`src/rtl/idle_clkdiv_pkg.sv`:
```
package idle_clkdiv_pkg;

   typedef enum logic [1:0] {
      ST_RUN  = 2'd0,
      ST_IDLE = 2'd1,
      ST_SLOW = 2'd2
   } idle_state_e;

endpackage

```
`src/rtl/idle_clkdiv_prescale.sv`:
```
module idle_clkdiv_prescale #(
   parameter int BASE_SHIFT = 4,
   parameter int CODE_W     = 2,
   localparam int CNT_W     = BASE_SHIFT + (1 << CODE_W) - 1
) (
   input  logic              clk,
   input  logic              rst_n,
   input  logic              active,
   input  logic [CODE_W-1:0] code,
   output logic              tick
);

   logic [CNT_W-1:0] cnt_q;
   logic [CNT_W-1:0] span_mask;

   // bit i takes part in the terminal compare when it lies below the divisor exponent
   for (genvar i = 0; i < CNT_W; i++) begin : g_mask
      assign span_mask[i] = (i < (BASE_SHIFT + int'(code)));
   end

   always_ff @(posedge clk) begin
      if (!rst_n || !active) cnt_q <= '0;
      else                   cnt_q <= cnt_q + 1'b1;
   end

   assign tick = active && (&(cnt_q | ~span_mask));

endmodule

```
`src/rtl/idle_clkdiv_ctrl.sv`:
```
module idle_clkdiv_ctrl
   import idle_clkdiv_pkg::*;
#(
   parameter int CODE_W = 2
) (
   input  logic              clk,
   input  logic              rst_n,
   input  logic              idle_req,
   input  logic              idle_slow,
   input  logic [CODE_W-1:0] idle_div,
   input  logic              irq_pend,
   input  logic              tick,
   output idle_state_e       state,
   output logic [CODE_W-1:0] code,
   output logic              wake
);

   idle_state_e       state_d;
   logic [CODE_W-1:0] code_d;
   logic              seen_q, seen_d;

   always_comb begin
      state_d = state;
      code_d  = code;
      seen_d  = seen_q;
      wake    = 1'b0;
      unique case (state)
         ST_RUN: begin
            seen_d = 1'b0;
            if (idle_req) begin
               state_d = idle_slow ? ST_SLOW : ST_IDLE;
               code_d  = idle_div;
            end
         end
         ST_IDLE: begin
            if (irq_pend) begin
               wake    = 1'b1;
               state_d = ST_RUN;
            end
         end
         ST_SLOW: begin
            if (irq_pend) seen_d = 1'b1;
            if (tick && (irq_pend || seen_q)) begin
               wake    = 1'b1;
               state_d = ST_RUN;
               seen_d  = 1'b0;
            end
         end
         default: state_d = ST_RUN;
      endcase
   end

   always_ff @(posedge clk) begin
      if (!rst_n) begin
         state  <= ST_RUN;
         code   <= '0;
         seen_q <= 1'b0;
      end else begin
         state  <= state_d;
         code   <= code_d;
         seen_q <= seen_d;
      end
   end

endmodule

```
`src/rtl/idle_clkdiv_gate.sv`:
```
module idle_clkdiv_gate
   import idle_clkdiv_pkg::*;
(
   input  idle_state_e state,
   input  logic        tick,
   input  logic        dma_req,
   input  logic        clkout_off,
   output logic        core_en,
   output logic        sclk_en,
   output logic        clkout_en,
   output logic        timer_en,
   output logic        dma_grant
);

   logic periph_en;

   always_comb begin
      unique case (state)
         ST_RUN:  begin core_en = !dma_req; periph_en = 1'b1; end
         ST_IDLE: begin core_en = 1'b0;     periph_en = 1'b1; end
         ST_SLOW: begin core_en = 1'b0;     periph_en = tick; end
         default: begin core_en = 1'b0;     periph_en = 1'b1; end
      endcase
   end

   assign sclk_en   = periph_en;
   assign timer_en  = periph_en;
   assign clkout_en = periph_en && !clkout_off;
   assign dma_grant = dma_req;

endmodule

```
`src/rtl/idle_clkdiv.sv`:
```
module idle_clkdiv
   import idle_clkdiv_pkg::*;
#(
   parameter int BASE_SHIFT = 4,
   parameter int CODE_W     = 2
) (
   input  logic              clk,
   input  logic              rst_n,
   input  logic              idle_req,
   input  logic              idle_slow,
   input  logic [CODE_W-1:0] idle_div,
   input  logic              irq_pend,
   input  logic              dma_req,
   input  logic              clkout_off,
   output logic              core_en,
   output logic              sclk_en,
   output logic              clkout_en,
   output logic              timer_en,
   output logic              dma_grant,
   output logic              wake
);

   if (BASE_SHIFT < 1 || BASE_SHIFT > 16) begin : g_bad_shift
      $error("idle_clkdiv: BASE_SHIFT out of range");
   end
   if (CODE_W < 1 || CODE_W > 3) begin : g_bad_code
      $error("idle_clkdiv: CODE_W out of range");
   end

   idle_state_e       state;
   logic [CODE_W-1:0] code;
   logic              tick;

   idle_clkdiv_ctrl #(.CODE_W(CODE_W)) u_ctrl (
      .clk      (clk),
      .rst_n    (rst_n),
      .idle_req (idle_req),
      .idle_slow(idle_slow),
      .idle_div (idle_div),
      .irq_pend (irq_pend),
      .tick     (tick),
      .state    (state),
      .code     (code),
      .wake     (wake)
   );

   idle_clkdiv_prescale #(.BASE_SHIFT(BASE_SHIFT), .CODE_W(CODE_W)) u_pre (
      .clk   (clk),
      .rst_n (rst_n),
      .active(state == ST_SLOW),
      .code  (code),
      .tick  (tick)
   );

   idle_clkdiv_gate u_gate (
      .state     (state),
      .tick      (tick),
      .dma_req   (dma_req),
      .clkout_off(clkout_off),
      .core_en   (core_en),
      .sclk_en   (sclk_en),
      .clkout_en (clkout_en),
      .timer_en  (timer_en),
      .dma_grant (dma_grant)
   );

endmodule

```
`config.mk`:
```
export PLATFORM = sky130hd
export DESIGN_NAME = idle_clkdiv
export DESIGN_NICKNAME = d
export VERILOG_FILES = /design/src/rtl/idle_clkdiv_pkg.sv /design/src/rtl/idle_clkdiv_prescale.sv /design/src/rtl/idle_clkdiv_ctrl.sv /design/src/rtl/idle_clkdiv_gate.sv /design/src/rtl/idle_clkdiv.sv
export SDC_FILE = /design/constraint.sdc
export NUM_CORES = 1
export LEC_CHECK = 0
export ABC_AREA = 1
export BUFFER_PORTS_ARGS = -buffer_cell sky130_fd_sc_hd__buf_2
export CAP_MARGIN = 0
export CORE_AREA = 4 4 41 43
export CTS_BUF_LIST = sky130_fd_sc_hd__clkbuf_4
export CTS_CLUSTER_SIZE = 10
export DETAILED_ROUTE_END_ITERATION = 8
export DIE_AREA = 0 0 45 47
export PLACE_DENSITY = 0.71
export SYNTH_ARGS = -nofsm -noshare
export SYNTH_HDL_FRONTEND = slang
export SYNTH_SLANG_ARGS = --single-unit
```
`constraint.sdc`:
```
create_clock -name clk -period 1.59 [get_ports clk]
set_clock_uncertainty 0.05 [all_clocks]
set_input_delay 0.2385 -clock clk [delete_from_list [all_inputs] [get_ports clk]]
set_output_delay 0.2385 -clock clk [all_outputs]
set_load 0.02 [all_outputs]
```
-- Yosys cells after proc, flatten, opt, wreduce, memory -nomap -nowiden
Cells that the tools add are included.
- $add $sub $neg: 2
- order comparisons: 7
- eq/ne operators: 6
- multiplexer cells: 13
- bitwise logic cells: 2
- reductions and logical operators: 15
- operator list (operator ; number):
    $lt A4 B32 Y1 const A ; 3
    $lt A3 B32 Y1 const A ; 2
    $lt A2 B32 Y1 const A ; 1
    $mux W2 ; 4
    $add A7 B1 Y7 const B ; 1
    $not A7 Y7 ; 1
    $or A7 B7 Y7 ; 1
    $reduce_and A7 Y1 ; 1
    $mux W1 ; 6
    $ne A2 B2 Y1 const B ; 3
    $pmux W2 S3 ; 1
    $add A3 B2 Y4 const A ; 1
    $logic_not A1 Y1 ; 4
    $lt A1 B4 Y1 const A ; 1
    $pmux W1 S2 ; 2
    $reduce_and A2 Y1 ; 2
    $logic_and A1 B1 Y1 ; 3
    $ne A3 B3 Y1 const B ; 1
    $reduce_and A3 Y1 ; 1
    $eq A2 B1 Y1 const B ; 1
    $eq A2 B2 Y1 const B ; 1
    $logic_not A2 Y1 ; 1
    $logic_or A1 B1 Y1 ; 2
    $reduce_bool A2 Y1 ; 1
- flip-flop bits (word level): 12
- input bits: 9
- output and inout bits: 6
- word-level logic and storage cells: 49

-- Longest topological paths before layout
- depth in word-level cells: 9
- mapped depth: 10
- gate-level depth less buffers: 10

-- By module
A second synthesis with hierarchy kept.
- cell total of the unflattened synthesis: 106
- area, all modules: 694.4 um^2
- by module, submodules not included (module ; instances ; cells each ; area each (um^2) ; seq. area each (um^2)):
    idle_clkdiv_prescale ; 1 ; 48 ; 327.8 ; 140.1
    idle_clkdiv_ctrl ; 1 ; 47 ; 307.8 ; 100.1
    idle_clkdiv_gate ; 1 ; 9 ; 48.8 ; 0.0
    idle_clkdiv ; 1 ; 2 ; 10.0 ; 0.0

-- Least setup slack after synthesis
No wires, ideal clock.
- path type: register -> output
- start point: reg u_ctrl.state[0]
- end point: out wake
- data arrival time: 1.385 ns
- path slack: -0.083 ns
- cell stages (with the launch flop): 7
- path buffers: 0
- path through: dfxtp_1 > inv_1 > ha_1 > inv_1 > nor2_1 > nand3_2 > a21boi_0
- longest elaborated chain between the ends: 5
- elaborated cells on any way between the ends: 6
- classes of those cells: eq/ne (2); mux (2); reduce/logical (2)
- ends and longest elaborated chain (element ; line ; text):
    start, declared ; idle_clkdiv_ctrl.sv:13 ; output idle_state_e state,
    start signal, assigned ; idle_clkdiv_ctrl.sv:59 ; state <= state_d;
    $eq A2 B2 Y1 ; idle_clkdiv_ctrl.sv:27, idle_clkdiv.sv:50 ;
    $logic_and A1 B1 Y1 ; idle_clkdiv_prescale.sv:26 ; assign tick = active && (&(cnt_q | ~span_mask));
    $logic_and A1 B1 Y1 ; idle_clkdiv_ctrl.sv:43 ; if (tick && (irq_pend || seen_q)) begin
    $mux W1 ; idle_clkdiv_ctrl.sv:43 ;
    $pmux W1 S2 * ; idle_clkdiv_ctrl.sv:27 ; unique case (state)
    end, declared ; idle_clkdiv.sv:20 ; output logic wake
Mark *: on every way between the ends. The rest lies on a longest branch, timed or not.

-- Worst setup path in the final report
- start point: reg u_ctrl.state[1]
- end point: out wake
The elaborated chain is that of the path after synthesis.

==> results.yml <==
synth:
  mappedNetlistArea_um2: 629
  synthesis.nets: 104
  syn_avg_cell_area_um2: 6.92
  synth.ff_latch_count: 12
  syn-instance-count: 91
  synth_cell_types: 18
  synth_seq_area_share_pct: 38.2
  count_of_yosys_warnings_during_synthesis: 0
die:
  start_util_pct: 48.4
  die_width_um: 45
  dieHeight_um: 47
  placeableCoreArea_um2: 1300
  floorplan.io_pins: 15
  floorplan.die_area_um2: 2120
  fp-row-count: 13
sta:
  timing.final.hold_violations: 0
  maxClockFrequency_ghz: 0.622
  fin_setup_tns_ns: -0.0182
  grt_setup_unrepaired: "yes"
  final_max_slew_viol_count: 0
  tightest_slew_ns: 0.240
  timing.max_slew.rel_slack_pct: 84.0
  period_needed_ns: 1.61
  fin_crit_sh_pct: 101
  worst_slack_ns: -0.0182
  setup_viol: 1
detailed_routing:
  routed_via_density: 4.65
  drtAntennaViolNets: 0
  detail_route.wl_per_cell_um: 10.7
  drt-total-wl_um: 1350
  post-route-drc-count: 0
  dr_total_vias: 590
  number_of_drc_violations_after_detailed_routing_iteration_0: 1
  dr.pass1.iters: 2
finish:
  drive_above_1_share_pct: 41.1
  antenna_cells_inserted: 0
  final_core_utilization_pct: 64.5
  area_growth_pct: 33.4
  number_of_nets_in_the_final_layout: 126
  finalInstanceArea_um2: 840
place:
  io_buffers: 14
  gp_congestion: 0.787
  place_hpwl_um: 965
  place_ws_ns: 0.149
  post_dp_cell_area_um2: 711
critical_path:
  critPathMaxStageDelay_ns: 0.36
  cp_data_arrival_time_ns: 1.32
  critPathMaxFanout: 3
  startpoint_of_the_most_critical_register_to_register_path: "u_ctrl.state[0]"
  critical_path_required_ns: 1.30
  r2r.worst_path.cells: 12
  critical_path.cell_chain: "inv_1 > ha_1 > a21boi_2 > buf_4"
  cp_slowest_cell: "sky130_fd_sc_hd__dfxtp_2"
  crit_path_end_kind: "output port"
  rr_endpoint: "u_ctrl.state[0]"
  ff_to_ff_setup_slack_ns: 0.01
  critical_path.startpoint_type: "register"
  critical_path_start_end_classification: "reg -> out"
run_status:
  run_status: "complete, but fails checks"
  violations: "negative setup slack"
worst_hold_path:
  timing.hold.worst_endpoint: "u_ctrl.code[0]"
  min-delay-start: "idle_div[0]"
  holdCritPathClass: "in -> reg"
  hold_path_depth: 3
global_routing:
  groute.usage.overall_pct: 13.4
  grt_pass1_wl_um: 1980
  grt_remaining_overflow: 0
  grt_max_degree: 8
  grt_antenna_before_repair: 0
  via_count_of_the_first_global_routing_pass: 493
clocking:
  clock_latency_reported_for_the_late_side_of_the_worst_skew_pair_ns: 0.28
  cts.path.max_buffers: 2
  path_clk_slew_ns: 0.07
  cts_tree: "built"
  root_buffer: "sky130_fd_sc_hd__clkbuf_4"
  cts_buffers: 3
  clk_sink_count: 12
  htree_num_levels: 1
power:
  worst_ir_drop_vdd_mv: 0.927
  post-layout-total-power_uw: 1140
  leakage_power_uw: 0.000367
  pwr_per_cell_area_nw_per_um2: 1360
job:
  drv.max_cap_violation_count: 0
[power breakdown]
group / internal [µW] / switching, µW
logic: 216 / 332
clock network: 91.1 / 104
registers: 355 / 39.8
total: 662 / 476
[worst max-delay path, delay by kind of cell, from the launching register on]
kind / cells / cell delay, ns
flip-flops: 1 / 0.36
buffers and inverters: 2 / 0.23
AO/OA/AOI/OAI: 1 / 0.16
adder cells (fa/ha/maj): 1 / 0.29
[routing by layer]
| layer | global-route usage (%) | share of wire [%] | up-vias |
|---|---|---|---|
| met5 | 0 | 0 | - |
| met4 | 7.02 | 1.9 | 0 |
| met3 | 6.90 | 5.5 | 5 |
| met2 | 19.8 | 47 | 10 |
| met1 | 15.9 | 46 | 254 |
| li1 | - | - | 321 |
[kinds of logic after synthesis]
logic type,count (synthesis),synth area share [%]
simple gates,46,31.6
fa+ha+maj,4,7.95
buf+inv,17,11.3
flops,12,38.2
compound gates,12,10.9
[cell usage in the layout, fill, tap and decap left out, drive strengths merged]
cell type  instances
nand2             23
buf               19
nor2              18
inv               15
dfxtp             12
a21oi              5
ha                 4
o21ai              3
clkbuf             3
nand3              3
nor3b              2
a21boi             1
o22ai              1
a211oi             1
o211ai             1
clkinv             1
[repair_timing]
item | 4_1_cts | 5_1_grt
setup endpoints to repair | 2 | 7
hold buffers | 0 | 0
resized for setup | 12 | 13
setup buffers | 3 | 1
pin swaps | 7 | 4
[worst max-delay path by stage]
| stage | from | to | slack, ns | cells past startpoint |
|---|---|---|---|---|
| global placement | u_ctrl.state[0] | wake | 0.20 | 7 |
| detailed placement | u_ctrl.state[0] | wake | 0.15 | 7 |
| global route | u_ctrl.state[0] | wake | -0.11 | 7 |
| CTS | u_ctrl.state[0] | wake | -0.04 | 7 |
| floorplan | u_ctrl.state[0] | wake | 0.07 | 6 |
| finish | u_ctrl.state[1] | wake | -0.02 | 4 |
[stage by stage]
step	instances	hold WS [ns]
6_report	127	0.157
5_1_grt	127	0.156
4_1_cts	126	0.151
3_5_place_dp	119	0.390
3_3_place_gp	119	0.385
2_1_floorplan	91	0.309
[layout make-up]
class	instances	area (µm²)
multi-input combinational	62	378
fill	108	462
tap	15	18.8
inverter	15	56.3
clock buffer	3	22.5
clock inverter	1	3.75
timing repair buffer	19	113
sequential	12	248
[sequential cells by signal, indices dropped and copies added (netlist names)]
signal and flops:
u_ctrl.seen_q 1, u_pre.cnt_q 7, u_ctrl.state 2, u_ctrl.code 2
[cells in the mapped netlist]
cell | instances | area [µm²]
sky130_fd_sc_hd__o211ai_1 | 1 | 7.51
sky130_fd_sc_hd__buf_4 | 2 | 15.0
sky130_fd_sc_hd__inv_2 | 1 | 3.75
sky130_fd_sc_hd__a21boi_0 | 1 | 7.51
sky130_fd_sc_hd__nor3b_1 | 2 | 15.0
sky130_fd_sc_hd__nand3_1 | 2 | 10.0
sky130_fd_sc_hd__o21ai_0 | 3 | 15.0
sky130_fd_sc_hd__inv_1 | 14 | 52.6
sky130_fd_sc_hd__a211oi_1 | 1 | 7.51
sky130_fd_sc_hd__ha_1 | 4 | 50.1
sky130_fd_sc_hd__nor2_2 | 1 | 6.26
sky130_fd_sc_hd__nand2_2 | 3 | 18.8
sky130_fd_sc_hd__dfxtp_1 | 12 | 240
sky130_fd_sc_hd__a21oi_1 | 5 | 25.0
sky130_fd_sc_hd__nand2_1 | 20 | 75.1
sky130_fd_sc_hd__nand3_2 | 1 | 10.0
sky130_fd_sc_hd__o22ai_1 | 1 | 6.26
sky130_fd_sc_hd__nor2_1 | 17 | 63.8
No activity file was read; power rests on OpenSTA's default activity.
